--- config.mk ---
export PLATFORM = sky130hd
export DESIGN_NAME = pwm_event_gen
export DESIGN_NICKNAME = d
export VERILOG_FILES = /design/src/rtl/pwm_evt_pkg.sv /design/src/rtl/pwm_evt_counter.sv /design/src/rtl/pwm_evt_detect.sv /design/src/rtl/pwm_evt_ctrl.sv /design/src/rtl/pwm_event_gen.sv
export SDC_FILE = /design/constraint.sdc
export NUM_CORES = 1
export LEC_CHECK = 0
export ABC_AREA = 1
export BUFFER_PORTS_ARGS = -buffer_cell sky130_fd_sc_hd__buf_2
export CAP_MARGIN = 10
export CORE_ASPECT_RATIO = 1.4
export CORE_MARGIN = 1
export CORE_UTILIZATION = 25
export CTS_CLUSTER_SIZE = 30
export DETAILED_ROUTE_END_ITERATION = 7
export GPL_TIMING_DRIVEN = 0
export MAX_ROUTING_LAYER = met4
export PLACE_DENSITY = 0.48
export SLEW_MARGIN = 20
export SYNTH_ARGS = -nofsm -noshare
export SYNTH_HDL_FRONTEND = slang
export SYNTH_SLANG_ARGS = --single-unit
export TNS_END_PERCENT = 100
--- constraint.sdc ---
create_clock -name clk -period 2.3 [get_ports clk]
set_input_delay 0.115 -clock clk [delete_from_list [all_inputs] [get_ports clk]]
set_output_delay 0.115 -clock clk [all_outputs]
set_load 0.01 [all_outputs]
--- src/rtl/pwm_evt_pkg.sv ---
package pwm_evt_pkg;
    localparam int NUM_EV  = 6;
    localparam int NUM_CMP = 2;
    localparam int CFG_W   = 32;
    localparam int INT_LSB = 0;
    localparam int TRG_LSB = 8;

    // event indices; the enable fields decode these positions
    localparam int EV_ZERO = 0;
    localparam int EV_LOAD = 1;
    localparam int EV_CMP0 = 2;  // first compare, up; +1 is down; +2 per compare
endpackage

--- src/rtl/pwm_evt_counter.sv ---
module pwm_evt_counter #(
    parameter int CNT_W = 8
) (
    input  logic             clk,
    input  logic             rst_n,
    input  logic             run,
    input  logic             mode_down,
    input  logic [CNT_W-1:0] load_val,
    output logic [CNT_W-1:0] cnt,
    output logic             cnt_up
);
    localparam logic [CNT_W-1:0] CNT_ONE = CNT_W'(1);
    localparam logic [CNT_W:0]   EXT_ONE = (CNT_W+1)'(1);

    typedef struct packed {
        logic [CNT_W-1:0] cnt;
        logic             up;
    } ctr_t;

    ctr_t st_d, st_q;
    logic [CNT_W:0] inc_w;

    always_comb begin
        st_d  = st_q;
        inc_w = {1'b0, st_q.cnt} + EXT_ONE;
        if (run) begin
            if (mode_down) begin
                st_d.up = 1'b0;
                if (st_q.cnt == '0) begin
                    st_d.cnt = load_val;
                end else begin
                    st_d.cnt = st_q.cnt - CNT_ONE;
                end
            end else if (load_val == '0) begin
                st_d.cnt = '0;
                st_d.up  = 1'b1;
            end else if (st_q.up) begin
                if (inc_w >= {1'b0, load_val}) begin
                    st_d.cnt = load_val;
                    st_d.up  = 1'b0;
                end else begin
                    st_d.cnt = inc_w[CNT_W-1:0];
                end
            end else begin
                if (st_q.cnt <= CNT_ONE) begin
                    st_d.cnt = '0;
                    st_d.up  = 1'b1;
                end else begin
                    st_d.cnt = st_q.cnt - CNT_ONE;
                end
            end
        end
    end

    always_ff @(posedge clk) begin
        if (!rst_n) begin
            st_q <= '{cnt: '0, up: 1'b1};
        end else begin
            st_q <= st_d;
        end
    end

    assign cnt    = st_q.cnt;
    assign cnt_up = st_q.up & ~mode_down;
endmodule

--- src/rtl/pwm_evt_detect.sv ---
module pwm_evt_detect
    import pwm_evt_pkg::*;
#(
    parameter int CNT_W = 8
) (
    input  logic                            run,
    input  logic [CNT_W-1:0]                cnt,
    input  logic                            cnt_up,
    input  logic [CNT_W-1:0]                load_val,
    input  logic [NUM_CMP-1:0][CNT_W-1:0]   cmp_val,
    output logic [NUM_EV-1:0]               ev
);
    logic [NUM_CMP-1:0] hit;

    assign ev[EV_ZERO] = run & (cnt == '0);
    assign ev[EV_LOAD] = run & (cnt == load_val);

    for (genvar c = 0; c < NUM_CMP; c++) begin : g_cmp
        assign hit[c]              = run & (cnt == cmp_val[c]);
        assign ev[EV_CMP0 + 2*c]   = hit[c] &  cnt_up;
        assign ev[EV_CMP0 + 2*c+1] = hit[c] & ~cnt_up;
    end
endmodule

--- src/rtl/pwm_evt_ctrl.sv ---
module pwm_evt_ctrl
    import pwm_evt_pkg::*;
(
    input  logic              clk,
    input  logic              rst_n,
    input  logic [NUM_EV-1:0] ev,
    input  logic              cfg_we,
    input  logic [CFG_W-1:0]  cfg_wdata,
    output logic [CFG_W-1:0]  cfg_rdata,
    input  logic              sts_clr_we,
    input  logic [NUM_EV-1:0] sts_clr,
    output logic [NUM_EV-1:0] raw_sts,
    output logic              irq,
    output logic              trig
);
    typedef struct packed {
        logic [NUM_EV-1:0] ien;
        logic [NUM_EV-1:0] ten;
        logic [NUM_EV-1:0] sts;
        logic              trig;
    } ctl_t;

    ctl_t ctl_d, ctl_q;
    logic [NUM_EV-1:0] clr_mask;

    always_comb begin
        ctl_d    = ctl_q;
        clr_mask = sts_clr_we ? sts_clr : '0;
        if (cfg_we) begin
            ctl_d.ien = cfg_wdata[INT_LSB +: NUM_EV];
            ctl_d.ten = cfg_wdata[TRG_LSB +: NUM_EV];
        end
        // a fresh event beats a simultaneous clear
        ctl_d.sts  = (ctl_q.sts & ~clr_mask) | (ev & ctl_q.ien);
        ctl_d.trig = |(ev & ctl_q.ten);
    end

    always_ff @(posedge clk) begin
        if (!rst_n) begin
            ctl_q <= '0;
        end else begin
            ctl_q <= ctl_d;
        end
    end

    always_comb begin
        cfg_rdata = '0;
        cfg_rdata[INT_LSB +: NUM_EV] = ctl_q.ien;
        cfg_rdata[TRG_LSB +: NUM_EV] = ctl_q.ten;
    end

    assign raw_sts = ctl_q.sts;
    assign irq     = |(ctl_q.sts & ctl_q.ien);
    assign trig    = ctl_q.trig;
endmodule

--- src/rtl/pwm_event_gen.sv ---
module pwm_event_gen
    import pwm_evt_pkg::*;
#(
    parameter int CNT_W = 8
) (
    input  logic              clk,
    input  logic              rst_n,
    input  logic              run,
    input  logic              mode_down,
    input  logic [CNT_W-1:0]  load_val,
    input  logic [CNT_W-1:0]  cmp_a,
    input  logic [CNT_W-1:0]  cmp_b,
    input  logic              cfg_we,
    input  logic [31:0]       cfg_wdata,
    output logic [31:0]       cfg_rdata,
    input  logic              sts_clr_we,
    input  logic [5:0]        sts_clr,
    output logic [5:0]        raw_sts,
    output logic              irq,
    output logic              trig,
    output logic [CNT_W-1:0]  cnt,
    output logic              cnt_up
);
    logic [NUM_CMP-1:0][CNT_W-1:0] cmp_val;
    logic [NUM_EV-1:0]             ev;

    assign cmp_val[0] = cmp_a;
    assign cmp_val[1] = cmp_b;

    pwm_evt_counter #(.CNT_W(CNT_W)) u_ctr (
        .clk       (clk),
        .rst_n     (rst_n),
        .run       (run),
        .mode_down (mode_down),
        .load_val  (load_val),
        .cnt       (cnt),
        .cnt_up    (cnt_up)
    );

    pwm_evt_detect #(.CNT_W(CNT_W)) u_det (
        .run      (run),
        .cnt      (cnt),
        .cnt_up   (cnt_up),
        .load_val (load_val),
        .cmp_val  (cmp_val),
        .ev       (ev)
    );

    pwm_evt_ctrl u_ctl (
        .clk        (clk),
        .rst_n      (rst_n),
        .ev         (ev),
        .cfg_we     (cfg_we),
        .cfg_wdata  (cfg_wdata),
        .cfg_rdata  (cfg_rdata),
        .sts_clr_we (sts_clr_we),
        .sts_clr    (sts_clr),
        .raw_sts    (raw_sts),
        .irq        (irq),
        .trig       (trig)
    );
endmodule

# [Word-level counts from Yosys, hierarchy flattened]
# Index checks and enable logic that the tools add are counted.
[word_totals] in_bits=68 ram_bits=0 romBits=0 latch_bits=0 register_bits=28 mem_count=0 word_cells=43
[classes] n_addsub=2 bitwise=17 muxes=9 shift=0 div=0 eq_ne=3 magnitude_cmp=2 n_mul=0 reduce_logical=4
[op_table] operator="$mux W9" count=3
[op_table] operator="$and A6 B6 Y6" count=4
[op_table] operator="$eq A8 B8 Y1" count=3
[op_table] operator="$mux W8" count=3
[op_table] operator="$logic_not A8 Y1" count=2
[op_table] operator="$reduce_or A6 Y1" count=2
[op_table] operator="$add A8 B1 Y9 const B" count=1
[op_table] operator="$and A1 B1 Y1" count=9
[op_table] operator="$ge A9 B8 Y1" count=1
[op_table] operator="$le A8 B1 Y1 const B" count=1
[op_table] operator="$sub A8 B1 Y8 const B" count=1
[op_table] operator="$mux W6" count=1
[op_table] operator="$not A6 Y6" count=1
[op_table] operator="$or A6 B6 Y6" count=1
[op_table] operator="$mux W1" count=2
[op_table] operator="$not A1 Y1" count=2

# [Logic depth before layout (Yosys ltp)]
# Gate-level depths: netlist of run 1.
[depth] depth_word=6 ltp_mapped=18 ltp_nobuf=17

# [Hierarchy]
# From an unflattened synthesis of run 1, not the netlist that was laid out.
[hier_totals] hier_cells=427 area_unflattened_um2=2617.5
[modules_own_cells] module="pwm_evt_counter" area_per_inst_um2=1295.0 cells_per_inst=204 instances=1
[modules_own_cells] module="pwm_evt_ctrl" area_per_inst_um2=902.1 cells_per_inst=126 instances=1
[modules_own_cells] module="pwm_evt_detect" area_per_inst_um2=420.4 cells_per_inst=97 instances=1

# [Worst setup path after synthesis of run 1]
# OpenSTA, ideal clock, no wires.
[synth_path] path_kind="reg2reg" from="register u_ctr.st_q, in the netlist u_ctr.cnt[0]" to="register u_ctr.st_q, in the netlist u_ctr.cnt[0]" required_ns=2.234 path_slack_ns=0.077 arrival_ns=2.157 period_less_slack_ns=2.223 path_buffers=0 stages_incl_launch_ff=18 path_cell_list="dfxtp_1 -> ha_1 -> nand3_2 -> xor2_1 -> ha_1 -> nand2_1 -> inv_1 -> nand2_1 -> nand3_1 -> nand2_1 -> nand2_1 -> nand2_2 -> nand3_1 -> nand2_1 -> nand2_1 -> nand2_1 -> nand2_1 -> a21oi_2"
[synth_via] elab_chain_len=6
[synth_rtl] element="start: declaration" line="pwm_evt_counter.sv:20" source="ctr_t st_d, st_q;"
[synth_rtl] element="start signal: assignment" line="pwm_evt_counter.sv:57" source="st_q <= '{cnt: '0, up: 1'b1};"
[synth_rtl] element="start signal: assignment" line="pwm_evt_counter.sv:59" source="st_q <= st_d;"
[synth_rtl] element="$add A8 B1 Y9" line="pwm_evt_counter.sv:25" source="inc_w = {1'b0, st_q.cnt} + EXT_ONE;"
[synth_rtl] element="$ge A9 B8 Y1" line="pwm_evt_counter.sv:38" source="if (inc_w >= {1'b0, load_val}) begin"
[synth_rtl] element="$mux W8" line="pwm_evt_counter.sv:38"
[synth_rtl] element="$mux W9" line="pwm_evt_counter.sv:37" source="end else if (st_q.up) begin"
[synth_rtl] element="$mux W9" line="pwm_evt_counter.sv:34" source="end else if (load_val == '0) begin"
[synth_rtl] element="$mux W9 *" line="pwm_evt_counter.sv:27" source="if (mode_down) begin"
# Every way passes the cells marked *; elsewhere a longest branch is shown, timed or not.
# A chain may end at the register's enable or synchronous reset.

# [Worst setup path in the final report of run 1]
[layout_path] from="register u_ctr.st_q, in the netlist u_ctr.cnt[1]" to="register u_ctr.st_q, in the netlist u_ctr.cnt[4]"
# Same word-level chain as after synthesis.

==> impl_metrics.toml, run 1 <==
[synthesis]
synth_edf_count = 0
yosys.cell_types.count = 40
async_flop_share_pct = 0
synthSimpleGateAreaFrac_pct = 34.9
yosys.area_share.xor_xnor_pct = 4.02
ys.flop_type = "dfxtp_1"
ys_seq_area_share_pct = 21.4
synthAdderAreaFrac_pct = 5.74
synthMuxAreaShare_pct = 0
avgSynthCellArea_um2 = 6.69
netlist_instances = 391
yosysWarnings = 0
ys_ff_latch = 28
synth_top_family_by_area = "simple AND/OR/NAND/NOR gates"
synth_area_leaders = "dfxtp_1, nand2_1, buf_4, nor2_1, o21ai_0"
netlist.area_leader.share_pct = 21.4
syn_area_um2 = 2620
synth_compound_area_share_pct = 17.0
synth_top_cell_by_area = "dfxtp_1"

[timing]
clock_skew_ns = 0.00385
slew_headroom_pct = 66.9
worst_slew_pin_slew_ns = 0.493
hold_viol_final = 0
drv_slew = 0
max_freq_ghz = 0.431
setup_slack_ns = -0.0225
min_period_ns = 2.32
setup_violations = 2
fin_crit_sh_pct = 101
rsz0062_at_grt = "true"

[die]
io_pins = 117
core_um2 = 10100
dieHeight_um = 123
die_w_um = 88.4
floorplan.initialDensity_pct = 26.0
rows = 43
die_area_um2 = 10900

[critical_path]
crit_start = "u_ctr.cnt[1]"
cp_cell_sequence = "ha_4, nand3_4, xor2_2, ha_1, a21oi_1, nand3_2, nand2_2, nand2_4, nand2_4, buf_12, nand2_8, nand2_1, nand3_1, nand3_1, a21oi_2"
start_kind = "register"
critical_path_class = "reg -> reg"
cpPeakStageDelay_ns = 0.43
cp_data_required_time_ns = 2.45
r2r_slack_ns = -0.02
worstRegToRegCells = 15
cp.arrival_ns = 2.48
path_max_fanout = 8
end_kind = "register"
crit_path_top_delay_cell = "dfxtp_4"
r2r-end = "u_ctr.cnt[4]"
rr_startpoint = "u_ctr.cnt[1]"
cp-endpoint = "u_ctr.cnt[4]"

[grt]
grt_pass1_vias = 2832
antenna_found_initial = 0
groute.usage.overall_pct = 17.7
grt_start_max_net_pins = 17
grt_pass1_wl_um = 14200
gr-total-overflow = 0

[clocking]
cts_tree = "done"
cts_sinks = 28
postCtsHoldBufs = 0
clk_pin_slew_ns = 0.07
cts_buffer_depth = 2
cts-htree-levels = 1
clk_latency_ns = 0.27
clockRootBuffer = "clkbuf_16"
cts_buffers = 3

[finish]
final_cells = 646
final_cell_mix = "buf_2, nand2_1, buf_4, nor2_1, o21ai_0"
fin_area_um2 = 3680
synthToLayoutAreaGrowth_pct = 40.9
layout_commonest_cell = "buf_2"
n_antenna_cell = 0
drive_gt1_share_pct = 40.1
final_nets = 592

[run_status]
status = "finished, violations left"
violations = "negative setup slack"

[flow_run]
maxCapViolCount = 0

[drt]
num_vias = 2964
postRouteAntennaNets = 0
vias_per_cell = 4.59
wl_um = 9050
drc = 0
dr.pass1.iters = 4
drtIter0Drc = 163
wl_per_cell_um = 14.0

[place]
dpl.cell_count = 621
dp_slack_ns = -0.401
port-buffer-count = 76
place_congestion = 0.873
dpl-instance-area_um2 = 3240
dpl.hpwl_um = 6970

[power]
leakage_nw = 1.84
power_per_cell_area_nw_per_um2 = 515
vdd_drop_max_v = 0.000404

[min_path]
worstHoldStart = "cfg_wdata[5]"
hold_class = "in -> reg"
-- layer usage --
| metal | track usage, % | wire, µm |
|---|---|---|
| met1 | 21.0 | 3670 |
| met4 | 6.25 | 315 |
| met3 | 2.54 | 468 |
| met2 | 30.1 | 4590 |
| met5 | - | 0 |
-- flip-flops by register name (all words and copies together), names as in the netlist --
name	cells
u_ctl.cfg_rdata	12
u_ctr.cnt	8
u_ctl.raw_sts	6
u_ctl.trig	1
u_ctr.st_q	1
-- synthesized netlist by cell type (all sizes together) (2+ instances only) --
library cell  number
o21ai             37
nor2              55
nand3b             2
ha                12
nand3             30
a21oi             26
o211ai             2
nand2             77
buf               34
xor2              11
clkbuf             5
or2                2
dfxtp             28
nand4             11
nor3               4
inv               39
a211oi             3
o22ai              7
-- worst max-delay path, delay by kind of cell (launching register included) --
kind | cells | cell delay (ns)
AND/OR/NAND/NOR | 9 | 0.75
flip-flops | 1 | 0.43
AO/OA/AOI/OAI | 2 | 0.24
adder cells (fa/ha/maj) | 2 | 0.48
XOR/XNOR | 1 | 0.15
buffers and inverters | 1 | 0.11
-- stage by stage --
step	setup TNS, ns	hold WS, ns	total power, mW	utilization (%)
after floorplan	0	0.250	1.05	-
after global placement	-3.32	0.338	1.26	32.2
after detailed placement	-3.04	0.341	1.26	32.2
after CTS	0	0.0639	1.85	34.9
after global routing	-0.755	0.0783	2.02	36.6
final	-0.0226	0.0663	1.90	36.6
-- layout make-up --
cell class | count | area, µm²
Clock inverter | 1 | 30.0
Inverter | 39 | 156
Sequential cell | 28 | 572
Clock buffer | 3 | 75.1
Tap cell | 135 | 169
Fill cell | 1129 | 6380
Timing Repair Buffer | 96 | 551
Buffer | 39 | 287
Multi-Input combinational cell | 305 | 1850
-- report_power, final --
| part | internal, mW | leakage (nW) | switching (mW) |
|---|---|---|---|
| Combinational | 0.339 | 1.55 | 0.471 |
| Sequential | 0.517 | 0.233 | 0.0410 |
| Clock | 0.347 | 0.0511 | 0.181 |
| Total | 1.20 | 1.84 | 0.694 |
-- repair_timing --
action,CTS,global route
hold endpoints to repair,0,0
setup endpoints to repair,9,9
buffers inserted,13,7
gates cloned,1,0
gates resized for setup,14,26
pin swaps,3,14
-- cells by family (layout without fill, tap and decap cells) --
| family | Yosys count | count (layout) |
|---|---|---|
| AND/OR/NAND/NOR | 182 | 183 |
| AO/OA/AOI/OAI | 78 | 78 |
| buffers and inverters | 78 | 178 |
| flip-flops | 28 | 28 |
| adder cells (fa/ha/maj) | 12 | 12 |
| XOR/XNOR | 12 | 12 |
| other | 1 | 20 |
-- worst min-delay path by stage --
stage                         end  slack (ns)  cells past startpoint
6_report       u_ctl.cfg_rdata[5]        0.07                      3
5_1_grt        u_ctl.cfg_rdata[0]        0.08                      3
4_1_cts        u_ctl.cfg_rdata[5]        0.06                      3
3_5_place_dp   u_ctl.cfg_rdata[5]        0.34                      3
3_3_place_gp   u_ctl.cfg_rdata[4]        0.34                      3
2_1_floorplan  u_ctl.cfg_rdata[0]        0.25                      2
(Power assumes the default switching activity.)
==> run 2: changes to the inputs <==
Clock period 2.3 ns to 2.1 ns, I/O delays scaled along.
==> run 2 against run 1 <==
  * The flow still finishes with violations (negative setup slack)
  * Clock power is 11% higher
  * Clock skew is 0.00082 ns higher
  * Clock-buffer cell count stayed put
  * Combinational power is 8.6% higher
  * Highest routed layer unchanged
  * Non-clock buffer count is 4 lower
  * Critical endpoint is now u_ctr.cnt[5]
  * Critical path type unchanged
  * Sequential share of layout area is 0.16 points higher
  * Global-route usage is 1.1 points higher
  * Power is 9.5% higher
  * Largest power group unchanged
==> impl_metrics.toml, run 2 (same netlist as run 1, synthesis figures left out) <==
[run_status]
status = "finished, violations left"
violations = "negative setup slack"

[finish]
fin_area_um2 = 3630
largest_reg_flops = 12
n_antenna_cell = 0
final_util_pct = 36.1
seq_area_um2 = 569
drive_gt1_share_pct = 39.4
fillCellCount = 1116
multi_input_area_um2 = 1850
layout_commonest_cell = "buf_2"
synthToLayoutAreaGrowth_pct = 38.9
final_nets = 588
final_cell_mix = "buf_2, nand2_1, buf_4, nor2_1, o21ai_0"

[grt]
gr-total-overflow = 0
grt_pass1_wl_um = 14900
groute.usage.overall_pct = 18.8
antenna_found_initial = 0
grt_pass1_vias = 2862
grt_start_max_net_pins = 17

[die]
io_pins = 117
die_area_um2 = 10900
rows = 43
dieHeight_um = 123
floorplan.initialDensity_pct = 26.0
die_w_um = 88.4
core_um2 = 10100

[flow_run]
maxCapViolCount = 0

[place]
port-buffer-count = 76
dpl.hpwl_um = 7090
place_congestion = 0.942
dpl-instance-area_um2 = 3240

[drt]
postRouteAntennaNets = 0
drc = 0
num_vias = 3010
wl_um = 9490
drtIter0Drc = 157
vias_per_cell = 4.69
wl_per_cell_um = 14.8
dr.pass1.iters = 4

[power]
leakage_nw = 1.82
power_per_cell_area_nw_per_um2 = 572
vdd_drop_max_v = 0.000296
p_total_mw = 2.08

[timing]
max_freq_ghz = 0.442
slew_headroom_pct = 63.5
min_period_ns = 2.26
drv_slew = 0
fin_crit_sh_pct = 108
setup_slack_ns = -0.161
rsz0062_at_grt = "true"
clock_skew_ns = 0.00467
hold_viol_final = 0
worst_slew_pin_slew_ns = 0.544
setup_violations = 9

[clocking]
postCtsHoldBufs = 0
cts-htree-levels = 1
cts_sinks = 28
clk_latency_ns = 0.27
clockRootBuffer = "clkbuf_16"
cts_buffers = 3
cts_buffer_depth = 2
cts_tree = "done"
clk_pin_slew_ns = 0.08

[critical_path]
cp.arrival_ns = 2.43
crit_path_top_delay_cell = "dfxtp_4"
cpPeakStageDelay_ns = 0.44
path_common_cell = "nand2_1"
critical_path_class = "reg -> reg"
start_kind = "register"
cp_data_required_time_ns = 2.27
cp_cell_sequence = "ha_4, nand3_4, xor2_2, ha_1, nand2_1, inv_1, nand2_1, nand3_1, nand2_1, nand2_2, nand2_4, nand2_8, nand2_2, nand3_2, nand3b_1, a21oi_1"
path_max_fanout = 8
end_kind = "register"

[min_path]
hold_class = "in -> reg"
-- run 2: worst paths after layout --
path,start,end,slack [ns],cells past startpoint
max,u_ctr.cnt[0],u_ctr.cnt[5],-0.16,16
max reg2reg,u_ctr.cnt[0],u_ctr.cnt[5],-0.16,16
min reg2reg,u_ctl.raw_sts[4],u_ctl.raw_sts[4],0.48,2
min,cfg_wdata[0],u_ctl.cfg_rdata[0],0.05,3
-- run 2: worst max-delay path, delay by kind of cell (launching register included) --
family / cells / cell delay [ns]
AND/OR/NAND/NOR: 11 / 0.96
XOR/XNOR: 1 / 0.16
adder cells (fa/ha/maj): 2 / 0.47
AO/OA/AOI/OAI: 1 / 0.06
buffers and inverters: 1 / 0.04
flip-flops: 1 / 0.44
-- run 2: area by class of cell --
class / instances / share of cell area [%]
Clock buffer: 3 / 2.07
Buffer: 39 / 7.89
Clock inverter: 1 / 0.827
Tap cell: 135 / 4.65
Sequential cell: 28 / 15.7
Inverter: 39 / 4.31
Timing Repair Buffer: 92 / 13.7
Multi-Input combinational cell: 305 / 50.9
-- run 2: per-stage QoR --
step | setup TNS, ns | cells | setup slack, ns | hold slack [ns]
6_report | -1.02 | 642 | -0.161 | 0.0520
5_1_grt | -2.54 | 642 | -0.336 | 0.0589
3_3_place_gp | -2.62 | 621 | -0.334 | 0.330
2_1_floorplan | 0 | 410 | 0.00771 | 0.240
4_1_cts | -0.918 | 639 | -0.147 | 0.0486
3_5_place_dp | -2.75 | 621 | -0.344 | 0.332
-- run 2: timing repair --
item	in CTS	in global routing
setup buffers	13	3
setup endpoints to repair	9	9
gates resized for setup	21	11
gates cloned	1	0
pin swaps	10	9
-- run 2: per-layer routing --
layer	GRT usage, %	up-vias	wire, µm
li1	-	1482	-
met1	21.6	1380	3820
met2	32.7	120	4760
met3	2.27	28	508
met4	7.66	0	406
met5	-	-	0
-- run 2: report_power, final --
| part | switching, mW | internal, mW | leakage [nW] | total (mW) |
|---|---|---|---|---|
| sequential | 0.0434 | 0.566 | 0.232 | 0.609 |
| combinational | 0.525 | 0.354 | 1.53 | 0.880 |
| clock | 0.208 | 0.381 | 0.0511 | 0.589 |
==> run 3: changes to the inputs <==
Settings changed: PLACE_DENSITY 0.48 to 0.46.
Clock period 2.1 ns to 2.2 ns, I/O delays scaled along.
==> run 3 against run 2 <==
  * The flow still finishes with violations (negative setup slack)
  * Largest cell class unchanged
  * Register-to-register slack better by 0.097 ns
  * Final cell count stayed put
  * Fmax is 0.12% lower
  * Clock-buffer cell count stayed put
  * Flip-flop and latch count stayed put
  * Clock power is 5.8% lower
  * Wire length is 1.4% lower
  * Largest power group unchanged
  * Design area is 0.38% lower
==> impl_metrics.toml, run 3 (same netlist as run 1, synthesis figures left out) <==
[critical_path]
cp.arrival_ns = 2.46
worstRegToRegCells = 17
crit_path_top_delay_cell = "dfxtp_4"
cp_num_buf_inv = 1
cp_cell_sequence = "ha_4, nand3_4, xor2_2, ha_1, nand2_1, inv_1, nand2_1, nand3_1, nand2_1, nand2_2, nand2_4, nand3_2, nand2_1, nand2_1, nand2_1, nand2_2, a21oi_2"
critical_path_class = "reg -> reg"
r2r-end = "u_ctr.cnt[0]"
end_kind = "register"
start_kind = "register"
cp_data_required_time_ns = 2.40
path_max_fanout = 6
path_common_cell = "nand2_1"
r2r_slack_ns = -0.06
rr_startpoint = "u_ctr.cnt[0]"
cpPeakStageDelay_ns = 0.44
cpLargestDelayFamily = "simple AND/OR/NAND/NOR gates"

[timing]
fin_crit_sh_pct = 103
min_period_ns = 2.26
setup_slack_ns = -0.0633
drv_slew = 0
rsz0062_at_grt = "true"
clock_skew_ns = 0.00691
hold_viol_final = 0
max_freq_ghz = 0.442
worst_slew_pin_slew_ns = 0.503
setup_violations = 7
slew_headroom_pct = 66.5
fin_hold_ws_ns = 0.0555

[drt]
vias_per_cell = 4.62
postRouteAntennaNets = 0
drc = 0
drtIter0Drc = 147
num_vias = 2968
dr.pass1.iters = 4
wl_per_cell_um = 14.6
wl_um = 9370

[clocking]
cts_buffer_depth = 2
clockRootBuffer = "clkbuf_16"
cts_buffers = 3
postCtsHoldBufs = 0
cts_sinks = 28
cts_tree = "done"
clk_latency_ns = 0.27
clk_pin_slew_ns = 0.07
cts-htree-levels = 1

[place]
dpl.hpwl_um = 7200
place_congestion = 0.925
port-buffer-count = 76
dpl.cell_count = 621

[die]
floorplan.initialDensity_pct = 26.0
die_area_um2 = 10900
rows = 43
dieHeight_um = 123
io_pins = 117
core_um2 = 10100
die_w_um = 88.4

[finish]
fillCellCount = 1110
synthToLayoutAreaGrowth_pct = 38.4
layout_commonest_cell = "buf_2"
n_antenna_cell = 0
final_cell_mix = "buf_2, nand2_1, buf_4, nor2_1, o21ai_0"
largest_reg_flops = 12
drive_gt1_share_pct = 38.5
final_nets = 588
final_cells = 642
final_util_pct = 36.0

[grt]
grt_start_max_net_pins = 17
groute.usage.overall_pct = 18.6
grt_pass1_vias = 2903
antenna_found_initial = 0
grt_pass1_wl_um = 14800
gr-total-overflow = 0

[power]
power_per_cell_area_nw_per_um2 = 544
combinationalPowerShare_pct = 42.1
vdd_drop_max_v = 0.000277
seq_power_share_pct = 29.7
leakage_nw = 1.80
switching_share_pct = 36.8
p_switching_mw = 0.725
p_clk_share_pct = 28.2
p_int_mw = 1.24

[flow_run]
maxCapViolCount = 0

[min_path]
hold_end = "u_ctl.cfg_rdata[11]"
hold_class = "in -> reg"
worstHoldPathCells = 3
worstHoldStart = "cfg_wdata[11]"

[run_status]
status = "finished, violations left"
violations = "negative setup slack"
-- run 3: cell counts in the layout (fill, tap and decap cells not counted) --
No cell type changed its count.
-- run 3: how the worst max path moves through the flow --
stage | start | endpoint | slack [ns] | depth (start not counted)
floorplan | u_ctr.cnt[1] | u_ctr.cnt[0] | 0.02 | 17
detailed placement | u_ctr.cnt[1] | u_ctr.cnt[0] | -0.40 | 17
finish | u_ctr.cnt[0] | u_ctr.cnt[0] | -0.06 | 17
global placement | u_ctr.cnt[1] | u_ctr.cnt[3] | -0.40 | 15
global route | u_ctr.cnt[0] | u_ctr.cnt[3] | -0.22 | 16
CTS | u_ctr.cnt[0] | u_ctr.cnt[0] | -0.03 | 17
-- run 3: layout make-up --
type                       count  area [µm²]  area share [%]
buffer                        39         287            7.92
clock buffer                   3        75.1            2.07
clock inverter                 1        30.0           0.830
inverter                      39         156            4.32
multi-input combinational    305        1820            50.2
sequential                    28         571            15.8
tap                          135         169            4.67
timing repair buffer          92         513            14.2
-- run 3: power groups by stage --
stage	registers [mW]	clock network, mW	logic [mW]
floorplan	0.586	0	0.511
global placement	0.593	0	0.725
CTS	0.583	0.576	0.801
finish	0.584	0.555	0.828
detailed placement	0.593	0	0.729
global route	0.589	0.582	0.915
-- run 3: timing repair --
item / 4_1_cts / 5_1_grt
endpoints found under the setup margin: 9 / 9
buffers inserted: 10 / 6
gates resized for setup: 20 / 9
gates cloned: 1 / 0
pin swaps: 5 / 5
-- run 3: metal layers --
metal | global-route usage, % | part of all wire [%] | up-vias
met1 | 21.1 | 41 | 1358
met4 | 7.66 | 2.7 | 0
met2 | 32.7 | 51 | 112
met5 | - | 0 | -
li1 | - | - | 1479
met3 | 2.20 | 5.2 | 19
-- run 3: per-stage QoR --
step / area (µm²) / TNS [ns] / worst slack [ns] / power (mW)
5_1_grt: 3620 / -1.67 / -0.215 / 2.09
2_1_floorplan: 2690 / 0 / 0.0178 / 1.10
6_report: 3620 / -0.322 / -0.0633 / 1.97
3_3_place_gp: 3240 / -3.10 / -0.397 / 1.32
3_5_place_dp: 3240 / -3.07 / -0.396 / 1.32
4_1_cts: 3540 / -0.0881 / -0.0276 / 1.96
-- run 3: worst min-delay path: cells and delay by family --
family | cells | cell delay (ns)
and+or+nand+nor | 2 | 0.11
buffers and inverters | 1 | 0.07
